===== src/rtl/odg_pkg.sv =====
package odg_pkg;
  typedef enum logic [1:0] {
    ST_IDLE  = 2'd0,
    ST_LEAD  = 2'd1,
    ST_ON    = 2'd2,
    ST_TRAIL = 2'd3
  } odg_state_e;
endpackage


===== src/rtl/odg_dly_sel.sv =====
module odg_dly_sel #(
  parameter int DLY_W   = 8,
  parameter int PER_W   = 12,
  parameter int DFLT_CYC = 50,
  parameter int MIN_CYC  = 20
) (
  input  logic [DLY_W-1:0] cfg_i,
  input  logic [PER_W-1:0] period_i,
  input  logic [PER_W-1:0] max_on_i,
  output logic [DLY_W-1:0] eff_o,
  output logic             bad_o
);
  localparam int CW = ((PER_W > DLY_W) ? PER_W : DLY_W) + 2;
  localparam logic [DLY_W-1:0] DFLT_V = DLY_W'(DFLT_CYC);
  localparam logic [DLY_W-1:0] MIN_V  = DLY_W'(MIN_CYC);

  logic [CW-1:0] twice_d;
  logic [CW-1:0] off_w;

  always_comb begin
    if (cfg_i == '0)        eff_o = DFLT_V;
    else if (cfg_i < MIN_V) eff_o = MIN_V;
    else                    eff_o = cfg_i;
  end

  assign twice_d = CW'(eff_o) << 1;
  assign off_w   = CW'(period_i) - CW'(max_on_i);
  assign bad_o   = (max_on_i >= period_i) || (twice_d > off_w);
endmodule


===== src/rtl/odg_edge_seq.sv =====
module odg_edge_seq
  import odg_pkg::*;
#(
  parameter int DLY_W = 8
) (
  input  logic             clk_i,
  input  logic             rst_ni,
  input  logic             req_i,
  input  logic             fault_i,
  input  logic [DLY_W-1:0] dly_i,
  output logic             main_q_o,
  output logic             aux_q_o
);
  localparam logic [DLY_W-1:0] ONE = DLY_W'(1);

  odg_state_e       state_q;
  logic [DLY_W-1:0] cnt_q;
  logic [DLY_W-1:0] dly_q;
  logic             main_q, aux_q;

  always_ff @(posedge clk_i or negedge rst_ni) begin
    if (!rst_ni) begin
      state_q <= ST_IDLE;
      cnt_q   <= '0;
      dly_q   <= '0;
      main_q  <= 1'b0;
      aux_q   <= 1'b0;
    end else if (fault_i) begin
      state_q <= ST_IDLE;
      cnt_q   <= '0;
      dly_q   <= dly_i;
      main_q  <= 1'b0;
      aux_q   <= 1'b0;
    end else begin
      unique case (state_q)
        ST_IDLE: begin
          dly_q <= dly_i;
          if (req_i) begin
            aux_q   <= 1'b1;
            cnt_q   <= dly_i;
            state_q <= ST_LEAD;
          end
        end
        ST_LEAD: begin
          if (!req_i) begin
            cnt_q   <= dly_q;      // short pulse: main never fires
            state_q <= ST_TRAIL;
          end else if (cnt_q == ONE) begin
            main_q  <= 1'b1;
            state_q <= ST_ON;
          end else begin
            cnt_q <= cnt_q - ONE;
          end
        end
        ST_ON: begin
          if (!req_i) begin
            main_q  <= 1'b0;
            cnt_q   <= dly_q;
            state_q <= ST_TRAIL;
          end
        end
        ST_TRAIL: begin
          if (cnt_q == ONE) begin
            aux_q   <= 1'b0;
            state_q <= ST_IDLE;
          end else begin
            cnt_q <= cnt_q - ONE;
          end
        end
        default: state_q <= ST_IDLE;
      endcase
    end
  end

  assign main_q_o = main_q;
  assign aux_q_o  = aux_q;

  p_rise_order_r1: assert property (@(posedge clk_i) disable iff (!rst_ni)
    $rose(main_q) |-> $past(aux_q));

  p_fall_order_r2: assert property (@(posedge clk_i) disable iff (!rst_ni)
    ($fell(aux_q) && !$past(fault_i)) |-> !$past(main_q));

  p_fault_clear_r4: assert property (@(posedge clk_i) disable iff (!rst_ni)
    $past(fault_i) |-> (!main_q && !aux_q && state_q == ST_IDLE));

  p_dly_hold_r8: assert property (@(posedge clk_i) disable iff (!rst_ni)
    (state_q != ST_IDLE && !fault_i) |=> $stable(dly_q));
endmodule


===== src/rtl/odg_overlap_gen.sv =====
module odg_overlap_gen #(
  parameter int CLK_MHZ = 250,
  parameter int DFLT_NS = 200,
  parameter int MIN_NS  = 80,
  parameter int DLY_W   = 8,
  parameter int PER_W   = 12
) (
  input  logic             clk_i,
  input  logic             rst_ni,
  input  logic             pwm_req_i,
  input  logic             fault_i,
  input  logic [DLY_W-1:0] dly_cfg_i,
  input  logic [PER_W-1:0] period_i,
  input  logic [PER_W-1:0] max_on_i,
  output logic             main_o,
  output logic             aux_o,
  output logic             dly_bad_o
);
  localparam int DFLT_RAW = (DFLT_NS * CLK_MHZ + 999) / 1000;
  localparam int MIN_RAW  = (MIN_NS * CLK_MHZ + 999) / 1000;
  localparam int MIN_CYC  = (MIN_RAW < 1) ? 1 : MIN_RAW;
  localparam int DFLT_CYC = (DFLT_RAW < MIN_CYC) ? MIN_CYC : DFLT_RAW;

  logic [DLY_W-1:0] dly_eff;
  logic             main_q, aux_q;

  odg_dly_sel #(
    .DLY_W(DLY_W), .PER_W(PER_W), .DFLT_CYC(DFLT_CYC), .MIN_CYC(MIN_CYC)
  ) u_dly_sel (
    .cfg_i(dly_cfg_i), .period_i(period_i), .max_on_i(max_on_i),
    .eff_o(dly_eff), .bad_o(dly_bad_o)
  );

  odg_edge_seq #(.DLY_W(DLY_W)) u_seq (
    .clk_i(clk_i), .rst_ni(rst_ni), .req_i(pwm_req_i), .fault_i(fault_i),
    .dly_i(dly_eff), .main_q_o(main_q), .aux_q_o(aux_q)
  );

  // fast kill bypasses the registers
  assign main_o = main_q & ~fault_i;
  assign aux_o  = aux_q  & ~fault_i;

  p_in_phase_r3: assert property (@(posedge clk_i) disable iff (!rst_ni)
    main_o |-> aux_o);

  p_eff_floor_r6: assert property (@(posedge clk_i) disable iff (!rst_ni)
    dly_eff >= DLY_W'(MIN_CYC));
endmodule


===== config.mk =====
export PLATFORM = sky130hd
export DESIGN_NAME = odg_overlap_gen
export DESIGN_NICKNAME = d
export VERILOG_FILES = /design/src/rtl/odg_pkg.sv /design/src/rtl/odg_dly_sel.sv /design/src/rtl/odg_edge_seq.sv /design/src/rtl/odg_overlap_gen.sv
export SDC_FILE = /design/constraint.sdc
export NUM_CORES = 1
export LEC_CHECK = 0
export CORE_MARGIN = 4
export CORE_UTILIZATION = 48
export CTS_CLUSTER_DIAMETER = 200
export DETAILED_ROUTE_END_ITERATION = 8
export DONT_BUFFER_PORTS = 1
export PLACE_DENSITY = 0.68
export REMOVE_ABC_BUFFERS = 1
export SYNTH_ARGS = -nofsm -noshare
export SYNTH_HDL_FRONTEND = slang
export SYNTH_SLANG_ARGS = --single-unit

===== constraint.sdc =====
create_clock -name clk_i -period 5.6 [get_ports clk_i]
set_input_delay 0.84 -clock clk_i [delete_from_list [all_inputs] [get_ports clk_i]]
set_output_delay 0.84 -clock clk_i [all_outputs]
set_load 0.02 [all_outputs]

After elaboration in Yosys (flattened, before gate mapping)
Index checks and enable logic that the tools add are counted.
{ "op_classes": {"n_addsub": 2, "n_lt_le_gt_ge": 3, "n_eq_ne": 10, "mux": 26, "bitwise_logic": 3, "reduce_logical": 10} }
{ "ops": {"columns": ["cell", "count"], "rows": [
  ["$mux W8", 9],
  ["$pmux W8 S4", 1],
  ["$gt A9 B14 Y1", 1],
  ["$sub A12 B12 Y13", 1],
  ["$ge A12 B12 Y1", 1],
  ["$mux W2", 6],
  ["$ne A3 B3 Y1 const B", 3],
  ["$eq A8 B1 Y1 const B", 1],
  ["$logic_not A8 Y1", 1],
  ["$lt A8 B5 Y1 const B", 1],
  ["$pmux W2 S4", 1],
  ["$reduce_and A4 Y1", 2],
  ["$sub A8 B1 Y8 const B", 1],
  ["$mux W1", 7],
  ["$ne A3 B2 Y1 const B", 2],
  ["$reduce_bool A3 Y1", 2],
  ["$eq A2 B2 Y1 const B", 2],
  ["$ne A4 B3 Y1 const B", 1],
  ["$pmux W1 S2", 2],
  ["$reduce_and A3 Y1", 1],
  ["$and A1 B1 Y1", 2],
  ["$eq A2 B1 Y1 const B", 1],
  ["$logic_not A2 Y1", 1],
  ["$reduce_and A2 Y1", 1],
  ["3 further kinds", 3]
]} }
{ "word_totals": {"reg_bits": 20, "elab_cells": 59} }

Longest topological paths before layout
{ "depth": {"ltp_word": 6, "depth_mapped": 17} }

Modules after synthesis
From an unflattened synthesis, not the netlist that was laid out.
{ "unflattened": {"cells_unflattened": 260, "hier_area_um2": 2155.8} }
{ "by_module_without_submodules": {"columns": ["mod", "n_inst", "cells_per_inst", "area_per_inst_um2"], "rows": [
  ["odg_edge_seq", 1, 147, 1316.3],
  ["odg_dly_sel", 1, 111, 827.0],
  ["odg_overlap_gen", 1, 2, 12.5]
]} }

Worst setup path before layout
No wires, ideal clock.
{ "synth_timing": {"path_type": "input-to-output", "startpoint": "in period_i[0]", "endpoint": "out dly_bad_o", "t_arrival_ps": 3781, "path_slack_ps": 979, "path_stages": 17, "path_buffers": 0, "path_cell_list": "inv_1 > ha_1 > inv_1 > fa_1 > a211oi_1 > nor2_1 > o21a_1 > nor2_1 > xor2_1 > ha_1 > o21a_1 > o21a_1 > o221ai_1 > a21oi_1 > o2111ai_2 > nor2_1 > or4_1"} }
{ "synth_between": {"elab_chain_len": 3, "elab_cells_between_ends": 4, "classes_between": "1 x add/sub; 2 x order compare; 1 x reduce/logical"} }
{ "synth_lines": {"columns": ["item", "line", "source"], "rows": [
  ["start: declaration", "odg_overlap_gen.sv:13", "input logic [PER_W-1:0] period_i,"],
  ["$sub A12 B12 Y13", "odg_dly_sel.sv:27", "assign off_w = CW'(period_i) - CW'(max_on_i);"],
  ["$gt A9 B14 Y1", "odg_dly_sel.sv:28", "assign bad_o = (max_on_i >= period_i) || (twice_d > off_w);"],
  ["$logic_or A1 B1 Y1 *", "odg_dly_sel.sv:28", null],
  ["end: declaration", "odg_overlap_gen.sv:17", "output logic dly_bad_o"]
]} }
Every way passes the cells marked *; elsewhere a longest branch is shown, timed or not.

Worst setup path after layout
Same ends and word-level chain as after synthesis.

==> impl_metrics.env <==
export IMPL_die_area_sq_um=5480
export IMPL_ys_seq_area_frac=0.239
export IMPL_fin_total_pwr_uw=842
export IMPL_area_growth_pct=4.42
export IMPL_final_net_count=322
export IMPL_synth_mux_area_frac=0.0125
export IMPL_drive_above_1_share=0.0659
export IMPL_synth_fa_ha_area_frac=0.165
export IMPL_diodes=0
export IMPL_grt_ovfl_total=0
export IMPL_yosys_area_top_type="dfrtp_1"
export IMPL_power_combinational_fraction=0.538
export IMPL_cp_end_kind="primary output"
export IMPL_synthArstFlopShare=1.00
export IMPL_cts_resized=0
export IMPL_finalCritPeriodShare=0.865
export IMPL_p_clk_frac=0.173
export IMPL_yosys_most_used_dff="dfrtp_1"
export IMPL_postCtsSetupRepairBufs=0
export IMPL_netlist_top_cells_area="dfrtp_1 24%, ha_1 16%, a21oi_1 5.5%, nand2_1 5.0%, inv_1 4.5%"
export IMPL_drt_total_wl_um=4520
export IMPL_rsz0062_at_grt="no"
export IMPL_cts_hold_buffers_added=0
export IMPL_critPathArrivalTime_ns=4.01
export IMPL_grt_pass1_wl_um=7440
export IMPL_path_clk_slew_ns=0.08
export IMPL_internal_power_uw=488
export IMPL_synth_compound_area_share=0.272
export IMPL_yosysUniqueCellTypes=52
export IMPL_syn_instance_count=263
export IMPL_start_util=0.509
export IMPL_p_seq_frac=0.290
export IMPL_ir_drop_mv=0.159
export IMPL_path_max_fanout=3
export IMPL_grt_max_degree=22
export IMPL_fin_tns_setup_ns=0
export IMPL_cts_buffer_depth=2
export IMPL_syn_cell_area_sq_um=2090
export IMPL_power_leakage_uw=0.00105
export IMPL_grt_usage=0.171
export IMPL_power_share_switching=0.421
export IMPL_finalSetupViolations=0
export IMPL_htreeDepth=1
export IMPL_whs_ns=0.261
export IMPL_drt_iter0_drc=152
export IMPL_synth_ff_latch_count=20
export IMPL_via_per_inst=5.90
export IMPL_status="finished, final reports clean"
export IMPL_clock_root_buffer="clkbuf_8"
export IMPL_yosysWarnings=0
export IMPL_dr_pass1_iters=5
export IMPL_hold_path_class="in -> async"
export IMPL_cts_tree="yes"
export IMPL_first_global_vias=1748
export IMPL_synth_commonest_cells="28 x nand2_1, 26 x ha_1, 25 x inv_1"
export IMPL_yosysMostFrequentCell="nand2_1"
export IMPL_ant_nets=0
export IMPL_max_freq_ghz=0.206
export IMPL_core_sq_um=4120
export IMPL_clkSinkCount=20
export IMPL_reg2reg_depth=6
export IMPL_die_width_um=74.1
export IMPL_cp_required_ns=4.76
export IMPL_hold_viol_final=0
export IMPL_p_switching_uw=354
export IMPL_die_h_um=74.1
export IMPL_clock_skew_ns=0.00507
export IMPL_drc=0
export IMPL_numCtsBuffers=3
export IMPL_syn_avg_cell_area_sq_um=7.96
export IMPL_path_class="in -> out"
export IMPL_num_io_pins=39
export IMPL_synth_top_area_share=0.239
export IMPL_antenna_found_initial=0
export IMPL_synth_xor_area_frac=0.0585
export IMPL_synthSimpleGateAreaFrac=0.188
export IMPL_rows=23
export IMPL_clk_latency_ns=0.26
export IMPL_dp_hpwl_um=3710
export IMPL_wl_per_cell_um=14.7
export IMPL_portBuffers=0
export IMPL_period_minus_slack_ns=4.85
export IMPL_fin_util=0.531
export IMPL_vias=1816
export IMPL_place_congestion=0.863
export IMPL_max_slew_worst_pin_slew_ns=0.826
export IMPL_powerDensity_nw_per_um2=385
export IMPL_worstSetupStartpointType="primary input"
export IMPL_synth_edf_count=0
export IMPL_synth_top_family_by_area="compound AO/OA/AOI/OAI gates"
export IMPL_slew_viol_final=0
export IMPL_maxSlewHeadroom=0.449
export IMPL_max_cap_violations=0
sequential cells by signal (all words and copies together), names as in the netlist:
signal and flops:
u_seq.dly_q 8, u_seq.state_q 2, u_seq.main_q_o 1, u_seq.aux_q_o 1
u_seq.cnt_q 8
cells in the final DEF, fill, tap and decap left out, types with 7 or more instances in the layout:
cell / Yosys / routed
nand2_1: 28 / 28
a21o_1: 7 / 7
inv_1: 25 / 25
a21oi_1: 23 / 23
ha_1: 26 / 26
xor2_1: 8 / 8
o21ai_0: 9 / 9
dfrtp_1: 20 / 20
nor2_1: 24 / 24
worst max-delay path, cell delays in order:
cell	delay [ns]
inv_1	0.03
ha_1	0.16
inv_1	0.05
fa_1	0.42
a211oi_1	0.24
nor2_1	0.13
o21a_1	0.18
nor2_1	0.10
xor2_1	0.16
ha_1	0.26
o21a_1	0.19
o21a_1	0.16
o221ai_1	0.17
a21oi_1	0.08
o2111ai_2	0.11
nor2_1	0.07
or4_1	0.65
cell type report:
class                           instances  area [sq um]
Clock inverter                          1          30.0
Tap cell                               50          62.6
Multi-Input combinational cell        209          1460
Inverter                               25          93.8
Clock buffer                            3          41.3
Fill cell                             400          1930
Sequential cell                        20           500
per-layer routing:
metal / vias up / GRT usage / part of all wire
li1: 927 / - / -
met1: 837 / 0.188 / 0.43
met2: 47 / 0.322 / 0.52
met3: 5 / 0.0257 / 0.039
met4: 0 / 0.0744 / 0.017
met5: - / 0 / 0
metrics by stage:
step	worst slack, ns	cell area [sq um]	std cells
after CTS	0.746	2190	308
after global placement	0.792	2120	304
after floorplan	0.979	2050	254
after global routing	0.540	2190	308
final	0.753	2190	308
after detailed placement	0.745	2120	304
path summary, 6_finish.rpt:
kind | from | to | slack (ns)
worst max-delay path | period_i[0] | dly_bad_o | 0.75
worst min-delay path | rst_ni | u_seq.dly_q[4] | 0.26
worst max register to register | u_seq.state_q[0] | u_seq.state_q[1] | 2.86
worst min register to register | u_seq.dly_q[7] | u_seq.dly_q[7] | 0.49
max in group asynchronous | rst_ni | u_seq.dly_q[3] | 5.27
min in group clk_i | u_seq.dly_q[7] | u_seq.dly_q[7] | 0.49
power by group through the flow:
stage	sequential, uW	combinational [uW]	clock, uW
floorplan	232	373	0
global placement	245	445	0
detailed placement	245	450	0
CTS	242	454	147
global route	251	511	152
finish	244	453	145
cell families after synthesis:
group	count (synthesis)
xor+xnor	14
fa+ha+maj	27
mux	2
compound gates	83
flops	20
simple gates	83
buf+inv	34
Power figures use the tool's default switching activity.
